==> src/rtl/pfx_pkg.sv <==
package pfx_pkg;

  typedef enum logic [2:0] {
    PG_BASE  = 3'd0,
    PG_BIT   = 3'd1,
    PG_EXT   = 3'd2,
    PG_IX    = 3'd3,
    PG_IY    = 3'd4,
    PG_IXBIT = 3'd5,
    PG_IYBIT = 3'd6
  } page_e;

  typedef enum logic [2:0] {
    ST_OPEN,
    ST_BIT,
    ST_EXT,
    ST_IDX,
    ST_DISP,
    ST_XOP
  } seq_e;

  localparam logic [7:0] BYTE_BIT = 8'hCB;
  localparam logic [7:0] BYTE_EXT = 8'hED;
  localparam logic [7:0] BYTE_IX  = 8'hDD;
  localparam logic [7:0] BYTE_IY  = 8'hFD;

  // Extended page: defined entries are the 0x40..0x7F block and the
  // block-transfer group in 0xA0..0xBF with bit 2 clear.
  function automatic logic ext_defined(input logic [7:0] op);
    return (op[7:6] == 2'b01) || (op[7:5] == 3'b101 && !op[2]);
  endfunction

endpackage

==> src/rtl/pfx_refresh_ctr.sv <==
module pfx_refresh_ctr #(
  parameter int RC_W = 7
) (
  input  logic          clk,
  input  logic          rst,
  input  logic          bump,
  input  logic          ld,
  input  logic [RC_W:0] ld_val,
  output logic [RC_W:0] r_q
);
  localparam logic [RC_W-1:0] CNT_ONE = {{(RC_W-1){1'b0}}, 1'b1};

  always_ff @(posedge clk) begin
    if (rst) begin
      r_q <= '0;
    end else if (ld) begin
      r_q <= ld_val;
    end else if (bump) begin
      r_q <= {r_q[RC_W], r_q[RC_W-1:0] + CNT_ONE};
    end
  end
endmodule

==> src/rtl/pfx_ea_calc.sv <==
module pfx_ea_calc #(
  parameter int ADDR_W = 16,
  parameter int DISP_W = 8
) (
  input  logic [ADDR_W-1:0] base,
  input  logic [DISP_W-1:0] disp,
  output logic [ADDR_W-1:0] ea
);
  localparam int EXT_W = ADDR_W - DISP_W;

  logic [ADDR_W-1:0] disp_ext;

  generate
    if (EXT_W > 0) begin : g_ext
      assign disp_ext = {{EXT_W{disp[DISP_W-1]}}, disp};
    end else begin : g_trunc
      assign disp_ext = disp[ADDR_W-1:0];
    end
  endgenerate

  assign ea = base + disp_ext;
endmodule

==> src/rtl/pfx_page_fsm.sv <==
module pfx_page_fsm
  import pfx_pkg::*;
(
  input  logic       clk,
  input  logic       rst,
  input  logic       byte_valid,
  input  logic [7:0] byte_in,
  output logic       bump,
  output logic       fin,
  output page_e      fin_page,
  output logic       cap_disp,
  output logic       sel_iy
);
  seq_e st_q, st_d;
  logic sel_q, sel_d;

  always_comb begin
    st_d     = st_q;
    sel_d    = sel_q;
    bump     = 1'b0;
    fin      = 1'b0;
    fin_page = PG_BASE;
    cap_disp = 1'b0;
    if (byte_valid) begin
      unique case (st_q)
        ST_OPEN: begin
          bump = 1'b1;
          if (byte_in == BYTE_BIT) begin
            st_d = ST_BIT;
          end else if (byte_in == BYTE_EXT) begin
            st_d = ST_EXT;
          end else if (byte_in == BYTE_IX || byte_in == BYTE_IY) begin
            st_d  = ST_IDX;
            sel_d = (byte_in == BYTE_IY);
          end else begin
            fin      = 1'b1;
            fin_page = PG_BASE;
          end
        end
        ST_BIT: begin
          bump     = 1'b1;
          fin      = 1'b1;
          fin_page = PG_BIT;
          st_d     = ST_OPEN;
        end
        ST_EXT: begin
          bump     = 1'b1;
          fin      = 1'b1;
          fin_page = PG_EXT;
          st_d     = ST_OPEN;
        end
        ST_IDX: begin
          bump = 1'b1;
          if (byte_in == BYTE_BIT) begin
            st_d = ST_DISP;
          end else if (byte_in == BYTE_EXT) begin
            st_d = ST_EXT;
          end else if (byte_in == BYTE_IX || byte_in == BYTE_IY) begin
            sel_d = (byte_in == BYTE_IY);
          end else begin
            fin      = 1'b1;
            fin_page = sel_q ? PG_IY : PG_IX;
            st_d     = ST_OPEN;
          end
        end
        ST_DISP: begin
          cap_disp = 1'b1;
          st_d     = ST_XOP;
        end
        ST_XOP: begin
          fin      = 1'b1;
          fin_page = sel_q ? PG_IYBIT : PG_IXBIT;
          st_d     = ST_OPEN;
        end
        default: st_d = ST_OPEN;
      endcase
    end
  end

  always_ff @(posedge clk) begin
    if (rst) begin
      st_q  <= ST_OPEN;
      sel_q <= 1'b0;
    end else begin
      st_q  <= st_d;
      sel_q <= sel_d;
    end
  end

  assign sel_iy = sel_q;
endmodule

==> src/rtl/pfx_decode_seq.sv <==
module pfx_decode_seq
  import pfx_pkg::*;
#(
  parameter int ADDR_W = 16,
  parameter int RC_W   = 7
) (
  input  logic              clk,
  input  logic              rst,
  input  logic              byte_valid,
  input  logic [7:0]        byte_in,
  input  logic [ADDR_W-1:0] ix_val,
  input  logic [ADDR_W-1:0] iy_val,
  input  logic              r_wr,
  input  logic [RC_W:0]     r_wdata,
  output logic [RC_W:0]     r_value,
  output logic              dec_valid,
  output logic [2:0]        dec_page,
  output logic [7:0]        dec_opcode,
  output logic [ADDR_W-1:0] dec_addr,
  output logic              dec_indexed,
  output logic              dec_undef
);
  logic        bump, fin, cap_disp, sel_iy;
  page_e       fin_page;
  logic [ADDR_W-1:0] idx_now, ea_new, ea_q, addr_d;

  pfx_page_fsm u_fsm (
    .clk       (clk),
    .rst       (rst),
    .byte_valid(byte_valid),
    .byte_in   (byte_in),
    .bump      (bump),
    .fin       (fin),
    .fin_page  (fin_page),
    .cap_disp  (cap_disp),
    .sel_iy    (sel_iy)
  );

  pfx_refresh_ctr #(.RC_W(RC_W)) u_rctr (
    .clk   (clk),
    .rst   (rst),
    .bump  (bump),
    .ld    (r_wr),
    .ld_val(r_wdata),
    .r_q   (r_value)
  );

  assign idx_now = sel_iy ? iy_val : ix_val;

  pfx_ea_calc #(.ADDR_W(ADDR_W), .DISP_W(8)) u_ea (
    .base(idx_now),
    .disp(byte_in),
    .ea  (ea_new)
  );

  always_ff @(posedge clk) begin
    if (rst) begin
      ea_q <= '0;
    end else if (cap_disp) begin
      ea_q <= ea_new;
    end
  end

  always_comb begin
    unique case (fin_page)
      PG_IX, PG_IY:       addr_d = idx_now;
      PG_IXBIT, PG_IYBIT: addr_d = ea_q;
      default:            addr_d = '0;
    endcase
  end

  always_ff @(posedge clk) begin
    if (rst) begin
      dec_valid   <= 1'b0;
      dec_page    <= PG_BASE;
      dec_opcode  <= '0;
      dec_addr    <= '0;
      dec_indexed <= 1'b0;
      dec_undef   <= 1'b0;
    end else begin
      dec_valid <= fin;
      if (fin) begin
        dec_page    <= fin_page;
        dec_opcode  <= byte_in;
        dec_addr    <= addr_d;
        dec_indexed <= (fin_page >= PG_IX);
        dec_undef   <= (fin_page == PG_EXT) && !ext_defined(byte_in);
      end
    end
  end
endmodule

==> config.mk <==
export PLATFORM = sky130hd
export DESIGN_NAME = pfx_decode_seq
export DESIGN_NICKNAME = d
export VERILOG_FILES = /design/src/rtl/pfx_pkg.sv /design/src/rtl/pfx_refresh_ctr.sv /design/src/rtl/pfx_ea_calc.sv /design/src/rtl/pfx_page_fsm.sv /design/src/rtl/pfx_decode_seq.sv
export SDC_FILE = /design/constraint.sdc
export NUM_CORES = 1
export LEC_CHECK = 0
export BUFFER_PORTS_ARGS = -buffer_cell sky130_fd_sc_hd__buf_2
export CAP_MARGIN = 30
export CORE_MARGIN = 10
export CORE_UTILIZATION = 57
export DETAILED_ROUTE_END_ITERATION = 12
export HOLD_SLACK_MARGIN = 0.06
export PLACE_DENSITY = 0.85
export SETUP_SLACK_MARGIN = 0.15
export SLEW_MARGIN = 30
export SYNTH_ARGS = -nofsm -noshare
export SYNTH_HDL_FRONTEND = slang
export SYNTH_SLANG_ARGS = --single-unit
export TNS_END_PERCENT = 5
==> constraint.sdc <==
create_clock -name clk -period 8.7 [get_ports clk]
set_input_delay 0.435 -clock clk [delete_from_list [all_inputs] [get_ports clk]]
set_output_delay 0.435 -clock clk [all_outputs]
set_load 0.05 [all_outputs]
==> summary.md, run 1 <==
| Metric | Value |
|---|---|
| Top cells by count, synth | dfxtp_1 (58), nand2_1 (43), nor2_1 (43) |
| Clock transition at path regs | 0.07 ns |
| Max transition margin | 0.3439 |
| Worst-Skew Late Latency | ~0.35 ns |
| Top cells by area, synth | dfxtp_1 (34%), ha_1 (5.8%), a21oi_1 (5.7%), mux2_2 (5.2%), nand2_1 (4.7%) |
| DRC | 0 |
| GR Overflow Total | 0 |
| Synthesized flop and latch total | 58 |
| Die H | slightly below 100 um |
| Post-DP HPWL | between 6000 and 7000 um |
| Crit-path max FO | 22 |
| Predominant post-synthesis flop cell | dfxtp_1 |
| Worst-path cell chain | mux2_2 -> ha_1 -> a21o_1 -> or4b_2 -> o22ai_1 -> mux2i_1 -> nand2_1 |
| Final net count | 554 |
| Crit path from | u_fsm.sel_iy |
| PD cells | around 160 nW/um^2 |
| Final Setup Violations | 0 |
| Sequential cell area fraction in the yosys report | 0.3376 |
| Synth Cell Area | between 3000 and 4000 um^2 |
| Fin. Hold Viols | 0 |
| CTS tree | done |
| Max stage delay cell, worst path | dfxtp_1 |
| Worst min path class | in -> reg |
| Yosys warns | 0 |
| Row cnt | 28 |
| FF-to-FF Start | u_fsm.sel_iy |
| Vias | 3280 |
| Register-to-Register Setup Slack | 5.45 ns |
| Max Cap Violations | 0 |
| H-tree depth | 3 |
| Post-layout min period | 3.246 ns |
| Syn_nets | 476 |
| Fin. max-slew vios | 0 |
| Num CTS Buffers | 9 |
| Clock skew | 0.005083 ns |
| Worst reg2reg path depth | 7 |
| ANT nets after route | 0 |
| Hold Startpoint | r_wdata[0] |
| Fin crit share | 0.3731 |
| Iter 0 DRT Violations | around 230 |
| # IOs | 90 |
| Routed wire length per instance | ~16 um |
| FILL cells | 461 |
| Pre-antenna DRT Iters | 7 |
| EDFF count, synth | 0 |
| Die ar. | 9541 um^2 |
| Post-synth cell types | 56 |
| Clock root cell | clkbuf_8 |
| Critical path's largest stage delay | a little under 1 ns |
| Worst setup EP type | flip-flop |
| Diode count | 0 |
| Pre-CTS WS | between 5 and 6 ns |
| CTS Sinks | 58 |
| Synth top area share | 0.3376 |
| WL final | 9277 um |
| Achievable frequency | around 300 MHz |
| Critical R2R Capture | ea_q[13] |
| LEAKAGE | 1.713 nW |
| Initial antenna violation count | 0 |
| Gr usage total | 0.1888 |
| CP required | roughly 9 ns |
| First-pass GRT wire length | 15280 um |
| Vias in the first global route | about 3200 |
| Startpoint types | flip-flop |
| Critical path class | reg -> reg |
| Die width | 97.68 um |
| Peak supply drop | 0.1404 mV |
| Via density | 5.805 |
| Clock buffer depth | 2 |
| Initial core utilization | 0.5844 |
| End point of the critical path | ea_q[13] |
| Mapped Cells | just over 400 |
| Share of cells above drive strength 1 | 0.3143 |
| PnR worst setup slack | 5.454 ns |
| PostCTS Resize Cnt | 0 |
| Slew of the pin with the lowest slew margin | approximately 1 ns |
| Layout area overhead | 18.30% |
| Setup Buffers After CTS | 0 |
| Core area | between 5000 and 6000 um^2 |
| WP data arrival | between 3 and 4 ns |
| Largest net degree at the start of global routing | 56 |
| Run status | finished, final reports clean |
| Yosys top cell by area | dfxtp_1 |
| # port buffers | just under 90 |
| Count leader, synth | dfxtp_1 |
| FFs w/ async S/R, synth | 0 |
| RSZ-0062 raised after global routing | false |
| RD Place Congestion | approximately 0.9 |
| Syn Area/Cell | about 8.5 um^2 |
| Setup TNS | 0 ns |
| Hold_buf cts | 0 |
==> cells in the final DEF (no fill, tap or decap), types with 4 or more instances in the layout <==
| cell | count |
|---|---|
| buf_2 | 89 |
| dfxtp_1 | 58 |
| nand2_1 | 43 |
| nor2_1 | 41 |
| a21oi_1 | 39 |
| mux2_2 | 16 |
| ha_1 | 16 |
| a22oi_1 | 15 |
| o21ai_0 | 14 |
| mux2i_1 | 13 |
| a21oi_2 | 10 |
| xor2_1 | 10 |
| clkbuf_8 | 10 |
| nand3_1 | 9 |
| nand2_2 | 9 |
| inv_1 | 7 |
| and3_1 | 6 |
| nand4_1 | 5 |
| nor2b_1 | 5 |
| nand2b_1 | 5 |
| o211ai_1 | 5 |
| xnor2_1 | 5 |
| a21o_1 | 5 |
| o22ai_1 | 4 |
==> per-stage QoR <==
stage / std cells / util / hold slack [ns] / cell area (um^2) / total power [mW]
after CTS: 565 / 0.6913 / 0.3174 / 4069 / 0.6394
after global placement: 549 / 0.6590 / 0.4366 / 3879 / 0.4137
final: 565 / 0.6913 / 0.3162 / 4069 / 0.6395
after floorplan: 407 / - / 0.4323 / 3440 / 0.3830
after detailed placement: 549 / 0.6609 / 0.4436 / 3890 / 0.4166
after global routing: 565 / 0.6913 / 0.3183 / 4069 / 0.6664
==> state kept, by name, indices dropped and copies added (netlist names) <==
signal	count
dec_addr	16
ea_q	16
dec_opcode	8
u_rctr.r_q	8
dec_page	3
u_fsm.st_q	3
dec_indexed	1
dec_undef	1
dec_valid	1
u_fsm.sel_iy	1
==> how the worst min path moves through the flow <==
| stage | slack (ns) | cells past startpoint | endpoint |
|---|---|---|---|
| floorplan | 0.43 | 2 | ea_q[11] |
| global placement | 0.44 | 2 | dec_addr[3] |
| detailed placement | 0.44 | 2 | dec_addr[3] |
| CTS | 0.32 | 3 | u_rctr.r_q[0] |
| global route | 0.32 | 3 | u_rctr.r_q[3] |
| finish | 0.32 | 3 | u_rctr.r_q[0] |
==> cells by family after synthesis <==
group,after synthesis,synth area share
multiplexers,29,0.09021
adder cells (fa/ha/maj),17,0.06402
AO/OA/AOI/OAI,113,0.2219
flip-flops,58,0.3376
XOR/XNOR,15,0.03819
AND/OR/NAND/NOR,144,0.2070
buffers and inverters,31,0.04110
==> worst max-delay path: cells and delay by family (launching register included) <==
kind / cells / cell delay, ns
flops: 1 / 0.97
compound gates: 2 / 0.44
fa+ha+maj: 1 / 0.34
mux: 2 / 0.64
simple gates: 2 / 0.72
==> layout make-up <==
type	count	area (um^2)	share of cell area
clock buffers	10	137.6	0.03383
repair buffers	91	460.4	0.1132
multi-input cells	318	2148	0.5280
flip-flops and latches	58	1161	0.2854
clock inverters	6	41.29	0.01015
inverters	7	26.28	0.006458
well taps	75	93.84	0.02306
==> where the power goes <==
| part | switching [mW] | internal (mW) | leakage (nW) |
|---|---|---|---|
| clock network | 0.117 | 0.111 | 0.0847 |
| logic | 0.0823 | 0.0506 | 1.16 |
| registers | 0.00689 | 0.272 | 0.471 |
| total | 0.206 | 0.434 | 1.71 |
==> routing by layer <==
| layer | vias up | track usage | wire [um] |
|---|---|---|---|
| met3 | 13 | 0.06046 | 668 |
| li1 | 1611 | - | - |
| met2 | 125 | 0.3163 | 4582 |
| met5 | - | 0 | 0 |
| met4 | 0 | 0.06040 | 133 |
| met1 | 1531 | 0.2221 | 3892 |
Power figures use the tool's default switching activity.
==> inputs of run 2 (changes only) <==
--- a/config.mk
+++ b/config.mk
@@ -8,10 +8,10 @@
 export BUFFER_PORTS_ARGS = -buffer_cell sky130_fd_sc_hd__buf_2
 export CAP_MARGIN = 30
 export CORE_MARGIN = 10
-export CORE_UTILIZATION = 57
+export CORE_UTILIZATION = 48
 export DETAILED_ROUTE_END_ITERATION = 12
 export HOLD_SLACK_MARGIN = 0.06
-export PLACE_DENSITY = 0.85
+export PLACE_DENSITY = 0.77
 export SETUP_SLACK_MARGIN = 0.15
 export SLEW_MARGIN = 30
 export SYNTH_ARGS = -nofsm -noshare
==> constraint.sdc (replaced) <==
create_clock -name clk -period 2.76 [get_ports clk]
set_input_delay 0.138 -clock clk [delete_from_list [all_inputs] [get_ports clk]]
set_output_delay 0.138 -clock clk [all_outputs]
set_load 0.05 [all_outputs]
==> summary.md, run 2 (synthesized netlist as in run 1, its figures left out) <==
| Metric | Value |
|---|---|
| Run status | finished, final reports clean |
| Final instance area | 4309 um^2 (+5.9%) |
| Final Hold Slack | 0.1032 ns (-0.2130 ns) |
| Worst-path cell chain | buf_6 -> mux2_2 -> ha_2 -> o21a_1 -> o211ai_1 -> a31oi_4 -> o41a_1 -> o21ai_0 -> o311ai_1 |
| CP required | 2.98 ns (-5.95 ns) |
| GR Util met1 | 0.2157 (-0.006393) |
| Largest regs | dec_addr x16, ea_q x16 |
| Critical path's largest stage delay | 0.43 ns (-0.54 ns) |
| Max Cap Violations | 0 (unchanged) |
| Iter 0 DRT Violations | 300 (+33%) |
| PD cells | 508.5 nW/um^2 (+220%) |
| Fin. Hold Viols | 0 (unchanged) |
| Commonest cells after routing, fill and taps aside | buf_2 (89), dfxtp_1 (57), nor2_1 (43), nand2_1 (43), a21oi_1 (39) |
| Initial antenna violation count | 0 (unchanged) |
| Routed wire length per instance | 17.09 um (+4.1%) |
| CTS tree | done |
| FILL cells | 610 (+32%) |
| Crit-path max FO | 10 (-55%) |
| Core area | 6869 um^2 (+17%) |
| Met3 GRT Util | 0.04361 (-0.01684) |
| Global Route met2 Usage | 0.2972 (-0.01908) |
| Achievable frequency | 390.0 MHz (+27%) |
| Share of cells above drive strength 1 | 0.3235 (+0.009186) |
| Fin crit share | 0.9291 (+0.5560) |
| WL final | 10310 um (+11%) |
| GR Overflow Total | 0 (unchanged) |
| Max transition margin | 0.5739 (+0.2300) |
| Die H | 104.7 um (+7.1%) |
| Post-layout min period | 2.564 ns (-0.6814 ns) |
| Via density | 5.660 (-2.5%) |
| Clock buffer depth | 2 (unchanged) |
| Worst Hold Depth | 3 (unchanged) |
| Most common cell after layout, fill and taps aside | buf_2 |
| Layout area overhead | 25.28% |
| Pre-antenna DRT Iters | 6 (-1) |
| Placed cell area | 3961 um^2 (+1.8%) |
| Worst-Skew Late Latency | 0.35 ns (about the same) |
| # IOs | 90 (unchanged) |
| GRT busiest layer | met2 |
| ANT nets after route | 0 (unchanged) |
| Gr usage total | 0.1799 (-0.008828) |
| Post-DP HPWL | 7451 um (+8.9%) |
| Row cnt | 30 (+7.1%) |
| Critical path class | reg -> reg |
| Vias in the first global route | 3253 (+1.3%) |
| Die width | 104.7 um (+7.1%) |
| Diode count | 0 (unchanged) |
| Initial core utilization | 0.5007 (-0.08367) |
| Fin. max-slew vios | 0 (unchanged) |
| First-pass GRT wire length | 16380 um (+7.2%) |
| Final Setup Violations | 0 (unchanged) |
| Clock root cell | clkbuf_8 |
| Startpoint types | flip-flop |
| WP data arrival | 2.78 ns (-0.70 ns) |
| Clock transition at path regs | 0.07 ns (about the same) |
| H-tree depth | 3 (unchanged) |
| Peak supply drop | 0.2748 mV (+96%) |
| RSZ-0062 raised after global routing | true |
| Die ar. | 10950 um^2 (+15%) |
| RD Place Congestion | 0.8942 (-0.90%) |
| Num CTS Buffers | 9 (unchanged) |
| Worst min path class | in -> reg |
| Slew of the pin with the lowest slew margin | 0.6391 ns (-0.3436 ns) |
| Final net count | 571 (+3.1%) |
| Clock skew | 0.01435 ns (+0.009270 ns) |
| CTS Sinks | 58 (unchanged) |
| # port buffers | 89 (unchanged) |
| Vias | 3413 (+4.1%) |
| LEAKAGE | 1.831 nW (+6.9%) |
| Setup TNS | 0 ns (unchanged) |
| Largest net degree at the start of global routing | 55 (-1.8%) |
| Worst setup EP type | flip-flop |
| Worst reg2reg path depth | 9 (+2) |
| Max stage delay cell, worst path | o41a_1 |
| DRC | 0 (unchanged) |
==> run 2: cell types whose count changed in the layout (fill, tap and decap cells not counted), moves of 3 or more <==
cell / before / now
dlygate4sd3_1: 0 / 8
buf_4: 2 / 8
buf_6: 0 / 3
clkbuf_8: 10 / 13
clkinvlp_4: 3 / 0
==> run 2: layout make-up <==
cell class / instances / area, um^2 / area share
multi-input combinational: 318 / 2165 / 0.5023
sequential: 58 / 1162 / 0.2697
timing repair buffer: 108 / 619.3 / 0.1437
clock buffer: 15 / 186.4 / 0.04326
tap: 96 / 120.1 / 0.02787
clock inverter: 1 / 30.03 / 0.006969
inverter: 7 / 26.28 / 0.006098
==> run 2: per-stage QoR <==
step | setup slack, ns | utilization | total power [mW] | instances
2_1_floorplan | 0.1605 | - | 1.207 | 407
6_report | 0.1957 | 0.6273 | 2.191 | 603
4_1_cts | 0.1655 | 0.6204 | 2.192 | 601
3_3_place_gp | 0.2486 | 0.5750 | 1.314 | 576
3_5_place_dp | 0.1489 | 0.5767 | 1.324 | 577
5_1_grt | 0.05008 | 0.6273 | 2.282 | 603
==> run 2: per-layer routing <==
layer  wire length (um)  part of all wire
met1               4506              0.44
met2               4910              0.48
met4                241             0.023
met3                647             0.063
met5                  0                 0
==> run 2: worst paths after layout <==
| kind | startpoint | end | slack [ns] |
|---|---|---|---|
| worst min-delay path | byte_in[0] | dec_opcode[0] | 0.10 |
| worst min register to register | dec_addr[6] | dec_addr[6] | 0.45 |
| worst max register to register | u_fsm.sel_iy | ea_q[14] | 0.20 |
| worst max-delay path | u_fsm.sel_iy | ea_q[14] | 0.20 |
==> run 2: repair_timing <==
item                                   in CTS  in global routing
setup buffers                               0                  2
pin swaps                                   0                  2
resized for setup                           2                  7
gates cloned                                0                  0
setup endpoints to repair                   1                  3
endpoints found under the hold margin       8                  0
hold buffers                                8                  0
==> run 2: critical path, delay by kind of cell, from the launching register on <==
kind            cells  cell delay, ns
compound gates      6            1.27
fa+ha+maj           1            0.31
buf+inv             1            0.15
flops               1            0.35
mux                 1            0.36
==> run 2: where the power goes <==
group	internal, mW	total [mW]	switching (mW)	leakage [nW]
Combinational	0.174	0.451	0.277	1.25
Sequential	0.859	0.881	0.0225	0.471
Clock	0.517	0.859	0.342	0.110
